$ cat config.mk
export PLATFORM = sky130hd
export DESIGN_NAME = exfwd_unit
export DESIGN_NICKNAME = d
export VERILOG_FILES = /design/src/rtl/exfwd_pkg.sv /design/src/rtl/exfwd_decode.sv /design/src/rtl/exfwd_match.sv /design/src/rtl/exfwd_mux.sv /design/src/rtl/exfwd_unit.sv
export SDC_FILE = /design/constraint.sdc
export NUM_CORES = 1
export LEC_CHECK = 0
export BUFFER_PORTS_ARGS = -buffer_cell sky130_fd_sc_hd__buf_2
export CORE_AREA = 2 2 94 96
export DETAILED_ROUTE_END_ITERATION = 10
export DIE_AREA = 0 0 96 98
export PLACE_DENSITY = 0.66
export SYNTH_ARGS = -nofsm -noshare
export SYNTH_HDL_FRONTEND = slang
export SYNTH_SLANG_ARGS = --single-unit
$ cat constraint.sdc
create_clock -name vclk -period 2.36
set_input_delay 0.236 -clock vclk [all_inputs]
set_output_delay 0.236 -clock vclk [all_outputs]
set_load 0.03 [all_outputs]
$ cat src/rtl/exfwd_pkg.sv
package exfwd_pkg;
  typedef enum logic [1:0] {
    SRC_RF  = 2'b00,
    SRC_WB  = 2'b01,
    SRC_MEM = 2'b10
  } src_sel_e;

  localparam int NUM_OPND = 2;
endpackage

$ cat src/rtl/exfwd_decode.sv
module exfwd_decode
  import exfwd_pkg::*;
#(
  parameter int IW       = 32,
  parameter int RW       = 5,
  parameter int SRC1_LSB = 21,
  parameter int SRC2_LSB = 16
) (
  input  logic [IW-1:0]                instr,
  output logic [NUM_OPND-1:0][RW-1:0]  src
);
  localparam int LSB0 = SRC1_LSB;
  localparam int LSB1 = SRC2_LSB;

  assign src[0] = instr[LSB0 +: RW];
  assign src[1] = instr[LSB1 +: RW];
endmodule

$ cat src/rtl/exfwd_match.sv
module exfwd_match
  import exfwd_pkg::*;
#(
  parameter int RW = 5
) (
  input  logic [RW-1:0] src,
  input  logic [RW-1:0] mem_dst,
  input  logic          mem_is_load,
  input  logic [RW-1:0] wb_dst,
  output src_sel_e      sel
);
  localparam logic [RW-1:0] ZERO_REG = '0;

  logic mem_hit;
  logic wb_hit;

  // The memory stage of a load holds only an address, which must not be forwarded.
  assign mem_hit = (src == mem_dst) && (mem_dst != ZERO_REG) && !mem_is_load;
  assign wb_hit  = (src == wb_dst) && (wb_dst != ZERO_REG);

  // The nearer (newer) producer wins.
  always_comb begin
    if (mem_hit)     sel = SRC_MEM;
    else if (wb_hit) sel = SRC_WB;
    else             sel = SRC_RF;
  end
endmodule

$ cat src/rtl/exfwd_mux.sv
module exfwd_mux
  import exfwd_pkg::*;
#(
  parameter int XLEN = 32
) (
  input  src_sel_e        sel,
  input  logic [XLEN-1:0] rf_val,
  input  logic [XLEN-1:0] wb_val,
  input  logic [XLEN-1:0] mem_val,
  output logic [XLEN-1:0] out_val
);
  always_comb begin
    unique case (sel)
      SRC_MEM: out_val = mem_val;
      SRC_WB:  out_val = wb_val;
      default: out_val = rf_val;
    endcase
  end
endmodule

$ cat src/rtl/exfwd_unit.sv
module exfwd_unit
  import exfwd_pkg::*;
#(
  parameter int             XLEN     = 32,
  parameter int             IW       = 32,
  parameter int             RW       = 5,
  parameter int             OPW      = 6,
  parameter int             SRC1_LSB = 21,
  parameter int             SRC2_LSB = 16,
  parameter logic [OPW-1:0] LOAD_OP  = 6'b100011
) (
  input  logic [IW-1:0]   ex_instr,
  input  logic [XLEN-1:0] ex_rf_a,
  input  logic [XLEN-1:0] ex_rf_b,
  input  logic [RW-1:0]   mem_dst,
  input  logic [OPW-1:0]  mem_op,
  input  logic [XLEN-1:0] mem_alu,
  input  logic [RW-1:0]   wb_dst,
  input  logic [XLEN-1:0] wb_result,
  output logic [XLEN-1:0] opnd_a,
  output logic [XLEN-1:0] opnd_b,
  output logic [1:0]      sel_a,
  output logic [1:0]      sel_b
);
  logic [NUM_OPND-1:0][RW-1:0]   src;
  logic [NUM_OPND-1:0][XLEN-1:0] rf_vals;
  logic [NUM_OPND-1:0][XLEN-1:0] out_vals;
  src_sel_e                      sels [NUM_OPND];
  logic                          mem_is_load;

  assign mem_is_load = (mem_op == LOAD_OP);
  assign rf_vals[0]  = ex_rf_a;
  assign rf_vals[1]  = ex_rf_b;

  exfwd_decode #(
    .IW(IW), .RW(RW), .SRC1_LSB(SRC1_LSB), .SRC2_LSB(SRC2_LSB)
  ) u_decode (
    .instr (ex_instr),
    .src   (src)
  );

  for (genvar k = 0; k < NUM_OPND; k++) begin : g_opnd
    exfwd_match #(.RW(RW)) u_match (
      .src         (src[k]),
      .mem_dst     (mem_dst),
      .mem_is_load (mem_is_load),
      .wb_dst      (wb_dst),
      .sel         (sels[k])
    );

    exfwd_mux #(.XLEN(XLEN)) u_mux (
      .sel     (sels[k]),
      .rf_val  (rf_vals[k]),
      .wb_val  (wb_result),
      .mem_val (mem_alu),
      .out_val (out_vals[k])
    );
  end

  assign opnd_a = out_vals[0];
  assign opnd_b = out_vals[1];
  assign sel_a  = sels[0];
  assign sel_b  = sels[1];
endmodule

# Word-level counts from Yosys, hierarchy flattened
# Index checks and enable logic that the tools add are counted.
# classes
n_addsub,0
n_mul,0
n_div,0
magnitude_cmp,0
n_eq_ne,9
n_shift,0
mux,6
n_bitwise,0
n_reduce_logical,9
# ops
op,count
32-bit case mux with 2 select lines,2
5-bit equality test,4
5-bit nonzero test,2
6-bit equality test (second input constant),1
1-bit logical AND,6
2-bit by 1-bit equality test with 1-bit output (second input constant),2
2-bit equality test (second input constant),2
2-bit 2-to-1 mux,2
1-bit 2-to-1 mux,2
1-bit zero test,1
# word_totals
regBits,0
latchBits,0
mem_bits_rw,0
romBits,0
input_bits,176
out_inout_bits,68
wordCells,24
n_memories,0

# Logic depth before layout (Yosys ltp)
# Gate-level depths: netlist of run 1.
# depth
ltp_word,6
depth_mapped,6
depth_no_buf,5

# Cells and area by module
# From an unflattened synthesis of run 1, not the netlist that was laid out.
# unflattened
cells_unflattened,282
area_unflattened_um2,1670.4
# modules_own_cells
module,n_inst,cells_each,area_each_um2,seq_area_each_um2
exfwd_mux,2,113,636.9,0.0
exfwd_match,2,22,151.4,0.0
exfwd_decode,1,10,75.1,0.0
exfwd_unit,1,2,18.8,0.0

# Worst setup path after synthesis of run 1
# OpenSTA, ideal clock, no wires.
# synth_path
kind,input to output
from,input mem_op[3]
to,output sel_b[0]
arrival_ns,1.948
required_ns,2.124
setup_slack_ns,0.176
cell_stages,6
path_buffers,1
path_cell_list,or4b_1 o22ai_2 or3_1 buf_4 inv_1 nor3_1
# synth_via
elab_chain_len,4
# synth_rtl
item,line_no,rtl
from (decl),exfwd_unit.sv:16,"input logic [OPW-1:0] mem_op,"
6-bit equality test,exfwd_unit.sv:31,assign mem_is_load = (mem_op == LOAD_OP);
1-bit zero test,exfwd_match.sv:18,assign mem_hit = (src == mem_dst) && (mem_dst != ZERO_REG) && !mem_is_load;
1-bit logical AND,exfwd_match.sv:18,
via g_opnd[1].u_match.mem_hit,exfwd_match.sv:14,logic mem_hit;
2-bit 2-to-1 mux,exfwd_match.sv:23,if (mem_hit) sel = SRC_MEM;
to (decl),exfwd_unit.sv:23,output logic [1:0] sel_b
# The timed path passes the listed nets, and every way through them passes these cells.

# Worst setup path after layout of run 1
# layout_path
from,input wb_dst[1]
to,output opnd_b[10]
# layout_via
elab_chain_len,6
elab_cells_between_ends,8
cone_classes,3 x eq/ne; 3 x mux; 2 x reduce/logical
# layout_rtl
item,line_no,rtl
from (decl),exfwd_unit.sv:18,"input logic [RW-1:0] wb_dst,"
5-bit equality test or 5-bit nonzero test (tied branches),exfwd_match.sv:19,assign wb_hit = (src == wb_dst) && (wb_dst != ZERO_REG);
1-bit logical AND *,exfwd_match.sv:19,
1-bit 2-to-1 mux *,exfwd_match.sv:24,else if (wb_hit) sel = SRC_WB;
2-bit 2-to-1 mux *,exfwd_match.sv:23,
2-bit by 1-bit equality test with 1-bit output or 2-bit equality test (tied branches),exfwd_mux.sv:13,unique case (sel)
32-bit case mux with 2 select lines *,exfwd_mux.sv:13,
to (decl),exfwd_unit.sv:21,"output logic [XLEN-1:0] opnd_b,"
# Mark *: on every way between the ends. The rest lies on a longest branch, timed or not.

==> reports/qor.yml, run 1 <==
status:
  status: "finished, final reports clean"
die:
  die_h_um: 98
  initial_core_util_pct: 27.4
  die_area_um2: 9410
  rows: 34
  dieWidth_um: 96
  core_um2: 8470
  pin_count: 244
global_routing:
  grt_pass1_vias: 3671
  antenna_found_initial: 1
  grt_use_total_pct: 22.2
  grt_max_degree: 41
  grt_overflow_total: 0
  grt_pass1_wl_um: 17300
logic_synthesis:
  synth_top_family_by_area: "simple AND/OR/NAND/NOR gates"
  synth-adder-area-share_pct: 0
  synthMuxAreaShare_pct: 0
  synthTopCellsByArea: "a31oi_1 17%, nor4_1 17%, nand3_1 14%"
  synth_compound_area_share_pct: 34.5
  yosys_warnings: 0
  synth_top_cell_by_area: "a31oi_1"
  synth_cells: 353
  netlist.area_leader.share_pct: 17.3
  ys_seq_area_share_pct: 0
  ys_types: 28
  synth_area_per_cell_um2: 6.56
  synth_nets: 529
  synth_xor_area_share_pct: 7.56
  synth_area_um2: 2320
  yosys.area_share.simple_pct: 35.2
critical_path:
  crit_path_end: "opnd_b[10]"
  crit_type: "primary input to output port"
  endpoint_kind: "output port"
  worstPathRequired_ns: 2.12
  cp_max_fo: 19
  worstSetupStartpointType: "primary input"
  crit_arrival_ns: 2.04
  setup.worst_path.start: "wb_dst[1]"
timing:
  final.period_utilization_pct: 96.3
  rsz0062_at_grt: "false"
  max_freq_ghz: 0.440
  fin_crit_ns: 2.27
  maxSlewHeadroom_pct: 73.0
  hold_violations: 0
  setup_viol: 0
  drv_slew: 0
  tightest_slew_ns: 0.405
  setup_tns_ns: 0
  hold_slack_ns: 0.877
final_layout:
  n_clock_buffer: 0
  num-fill-cells: 920
  nets: 724
  drive_gt1_share_pct: 46.7
  layout_common_cells: "222 x buf_2, 66 x nand3_1, 64 x nor4_1, 64 x a31oi_1, 57 x o21ai_1"
  numSequentialCells: 0
  final_common_cell: "buf_2"
  area_delta_synth_final_pct: 43.7
  seqCellArea_um2: 0
route:
  num_vias: 3944
  wl_per_cell_um: 18.0
  drc: 0
  drt-vias-per-instance: 6.02
  drt_iter0_drc: 280
  dr.pass1.iters: 6
  antenna_left: 0
  wl_um: 11800
pwr:
  powerDensity_nw_per_um2: 295
  p_leak_nw: 1.37
  max-vdd-ir-drop_mv: 0.209
job:
  max_cap_violations: 0
cts:
  post-cts-setup-buffers: 0
  cts-hold-fix-buffers: 0
  cts-resized-gates: 0
place:
  gp_congestion: 0.965
  placement.io_buffers: 222
  dp_hpwl_um: 8610
hold_path:
  worstHoldPathType: "primary input to output port"
[cells in the mapped netlist, types with 3 or more instances]
| cell type | number |
|---|---|
| o21ai_0 | 6 |
| nand3_1 | 66 |
| clkbuf_1 | 4 |
| clkbuf_8 | 10 |
| nor4_1 | 64 |
| xnor2_1 | 14 |
| buf_4 | 7 |
| clkbuf_4 | 4 |
| xor2_1 | 6 |
| buf_2 | 6 |
| dlygate4sd1_1 | 4 |
| nand2_1 | 3 |
| nor3_1 | 4 |
| buf_6 | 14 |
| a31oi_1 | 64 |
| or3_1 | 4 |
| o21ai_1 | 57 |
[report_power, final]
| part | internal, mW | leakage, nW | total [mW] | switching, mW |
|---|---|---|---|---|
| registers | 0 | 0 | 0 | 0 |
| logic | 0.324 | 1.37 | 0.981 | 0.657 |
| clock network | 0.0000000566 | 0.00000634 | 0.0000000566 | 0 |
| total | 0.324 | 1.37 | 0.981 | 0.657 |
[through the flow]
stage	std cells	setup WS (ns)	area, um^2	util (%)	total power [mW]
2_1_floorplan	353	0.176	2320	-	0.638
3_3_place_gp	654	0.125	3310	39.1	0.956
3_5_place_dp	654	0.0687	3310	39.1	0.962
4_1_cts	654	0.0616	3310	39.1	0.964
5_1_grt	655	0.0108	3330	39.3	1.03
6_report	655	0.0871	3330	39.3	0.981
[final cells by class]
class / count / area (um^2) / area share [%]
timing repair buffer: 247 / 1370 / 41.1
tap: 108 / 135 / 4.06
antenna: 1 / 2.50 / 0.0752
inverter: 2 / 7.51 / 0.226
multi-input combinational: 297 / 1810 / 54.5
[per-layer routing]
layer	routed length, um	share of wire [%]	track usage, %	vias to the layer above
met5	0	0	0	-
met2	5780	49	39.0	317
met4	158	1.3	5.71	0
met1	4460	38	27.5	1786
li1	-	-	-	1819
met3	1370	12	3.70	22
[how the worst min path moves through the flow]
stage | slack (ns) | depth (start not counted) | end | from
floorplan | 0.75 | 2 | opnd_b[13] | ex_rf_b[13]
global placement | 0.87 | 4 | opnd_b[13] | ex_rf_b[13]
detailed placement | 0.88 | 4 | opnd_b[15] | ex_rf_b[15]
CTS | 0.88 | 4 | opnd_b[15] | ex_rf_b[15]
global route | 0.89 | 4 | opnd_b[4] | ex_rf_b[4]
finish | 0.88 | 4 | opnd_a[22] | ex_rf_a[22]
[worst max-delay path, cell delays in order]
cell,delay (ns)
buf_2,0.12
or4_4,0.58
o211ai_4,0.23
buf_6,0.23
o21ai_1,0.10
a31oi_1,0.27
buf_2,0.25
[cells by family (layout without fill, tap and decap cells)]
group,after synthesis,count (layout)
AOI/OAI and AO/OA,133,133
xor gates and xnor gates,20,20
other,0,1
buffers and inverters,56,249
and+or+nand+nor,144,144
Power figures use the tool's default switching activity.
==> inputs of run 2 (changes only) <==
CORE_AREA = 5 5 92 94   (was 2 2 94 96)
DIE_AREA = 0 0 97 99   (was 0 0 96 98)
PLACE_DENSITY = 0.73   (was 0.66)
==> run 2 against run 1 <==
  * Die area up 2.1%
  * Highest routed layer unchanged
  * Combinational power fell by 0.9%
  * Sequential share of layout area unchanged
  * Power decreased by 0.90%
  * Clock-buffer cell count unchanged
  * Non-clock buffer count grew 2
  * Setup slack gained 0.0070 ns
  * Maximum frequency increased by 0.31%
==> reports/qor.yml, run 2 (synthesis gave the netlist of run 1 again) <==
hold_path:
  worstHoldPathType: "primary input to output port"  # unchanged
  min_from: "ex_rf_a[27]"  # was ex_rf_a[22]
  min_path_cells: 4  # unchanged
  min_delay_worst_endpoint: "opnd_a[27]"  # was opnd_a[22]
final_layout:
  nets: 726  # was 724
  numSequentialCells: 0  # unchanged
  num-fill-cells: 843  # was 920
  seqCellArea_um2: 0  # unchanged
  n_clock_buffer: 0  # unchanged
  layout_common_cells: "222 x buf_2, 66 x nand3_1, 64 x nor4_1, 64 x a31oi_1, 57 x o21ai_1"  # unchanged
  antennaDiodeCount: 0  # was 1
  area_delta_synth_final_pct: 42.6  # was 43.7%
  final_common_cell: "buf_2"  # unchanged
  drive_gt1_share_pct: 46.7  # about the same
  multi_input_area_um2: 1810  # about the same
  utilization_pct: 43.6  # was 39.3%
die:
  pin_count: 244  # unchanged
  core_um2: 7570  # was 8470 um^2
  initial_core_util_pct: 30.6  # was 27.4%
  die_area_um2: 9600  # was 9410 um^2
  rows: 32  # was 34
  dieWidth_um: 97  # was 96 um
  die_h_um: 99  # was 98 um
timing:
  maxSlewHeadroom_pct: 73.7  # was 73.0%
  rsz0062_at_grt: "false"  # unchanged
  fin_crit_ns: 2.27  # about the same
  setup_tns_ns: 0  # unchanged
  max_freq_ghz: 0.441  # was 0.440 GHz
  final.period_utilization_pct: 96.0  # was 96.3%
  tightest_slew_ns: 0.395  # was 0.405 ns
  hold_violations: 0  # unchanged
  setup_viol: 0  # unchanged
  drv_slew: 0  # unchanged
route:
  dr.pass1.iters: 6  # unchanged
  antenna_left: 0  # unchanged
  drc: 0  # unchanged
  wl_um: 12200  # was 11800 um
  num_vias: 3946  # was 3944
  drt-vias-per-instance: 6.07  # was 6.02
  wl_per_cell_um: 18.8  # was 18.0 um
  drt_iter0_drc: 272  # was 280
global_routing:
  grt_pass1_wl_um: 18900  # was 17300 um
  grt_overflow_total: 0  # unchanged
  antenna_found_initial: 0  # was 1
  grt_max_degree: 36  # was 41
  grt_pass1_vias: 3716  # was 3671
  grt_use_total_pct: 23.0  # was 22.2%
place:
  gp_congestion: 0.971  # was 0.965
  placement.io_buffers: 222  # unchanged
  dp_hpwl_um: 9560  # was 8610 um
critical_path:
  crit_type: "primary input to output port"  # unchanged
  worstPathRequired_ns: 2.12  # about the same
  max_stage_delay_ns: 0.58  # about the same
  crit_slowest_cell: "or4_4"  # unchanged
  worstSetupStartpointType: "primary input"  # unchanged
  cpMostUsedCell: "buf_2"  # unchanged
  endpoint_kind: "output port"  # unchanged
  crit_chain: "buf_2 -> or4_4 -> o211ai_4 -> buf_12 -> o21ai_1 -> a31oi_1 -> buf_2"  # was buf_2 -> or4_4 -> o211ai_4 -> buf_6 -> o21ai_1 -> a31oi_1 -> buf_2
  cp_max_fo: 20  # was 19
  setup.worst_path.start: "wb_dst[1]"  # unchanged
  crit_arrival_ns: 2.03  # was 2.04 ns
pwr:
  max-vdd-ir-drop_mv: 0.196  # was 0.209 mV
  powerDensity_nw_per_um2: 294  # was 295 nW/um^2
  p_leak_nw: 1.37  # about the same
status:
  status: "finished, final reports clean"  # unchanged
cts:
  post-cts-setup-buffers: 0  # unchanged
job:
  max_cap_violations: 0  # unchanged
## run 2: power by group
part / leakage [nW] / switching, mW / internal (mW)
registers: 0 / 0 / 0
clock network: 0 / 0 / 0
logic: 1.37 / 0.650 / 0.322
## run 2: how the worst max path moves through the flow
stage | end | slack [ns] | cells past startpoint
2_1_floorplan | sel_b[0] | 0.18 | 6
3_3_place_gp | opnd_a[28] | 0.13 | 7
3_5_place_dp | opnd_b[20] | 0.12 | 7
4_1_cts | opnd_b[20] | 0.11 | 7
5_1_grt | opnd_b[12] | 0.02 | 7
6_report | opnd_b[16] | 0.09 | 7
## run 2: area by class of cell
type	instances	area share (%)
inverters	2	0.227
well taps	102	3.87
repair buffers	249	41.2
multi-input cells	297	54.8
## run 2: worst max-delay path, delay by kind of cell
kind                   cells  cell delay [ns]
buffers and inverters      3             0.57
AOI/OAI and AO/OA          3             0.62
and+or+nand+nor            1             0.58
## run 2: repair_timing
action | 4_1_cts | 5_1_grt
endpoints found under the hold margin | 0 | 0
hold buffers | 0 | 0
setup endpoints to repair | 0 | 2
resized for setup | 0 | 2
## run 2: per-stage QoR
stage	cells	total power [mW]	instance area (um^2)	hold slack (ns)	worst slack [ns]
after detailed placement	650	0.961	3290	0.873	0.115
final	650	0.972	3300	0.877	0.0942
after CTS	650	0.963	3290	0.873	0.110
after global placement	650	0.952	3290	0.867	0.129
after floorplan	353	0.638	2320	0.753	0.176
after global routing	650	1.03	3300	0.884	0.0190
## run 2: routing by layer
metal  global-route usage [%]  vias up  share of wire, %
met1                     30.0     1787                39
met4                     3.67        0               1.9
met3                     3.54       34                11
met2                     40.9      306                48
met5                        0        -                 0
li1                         -     1819                 -
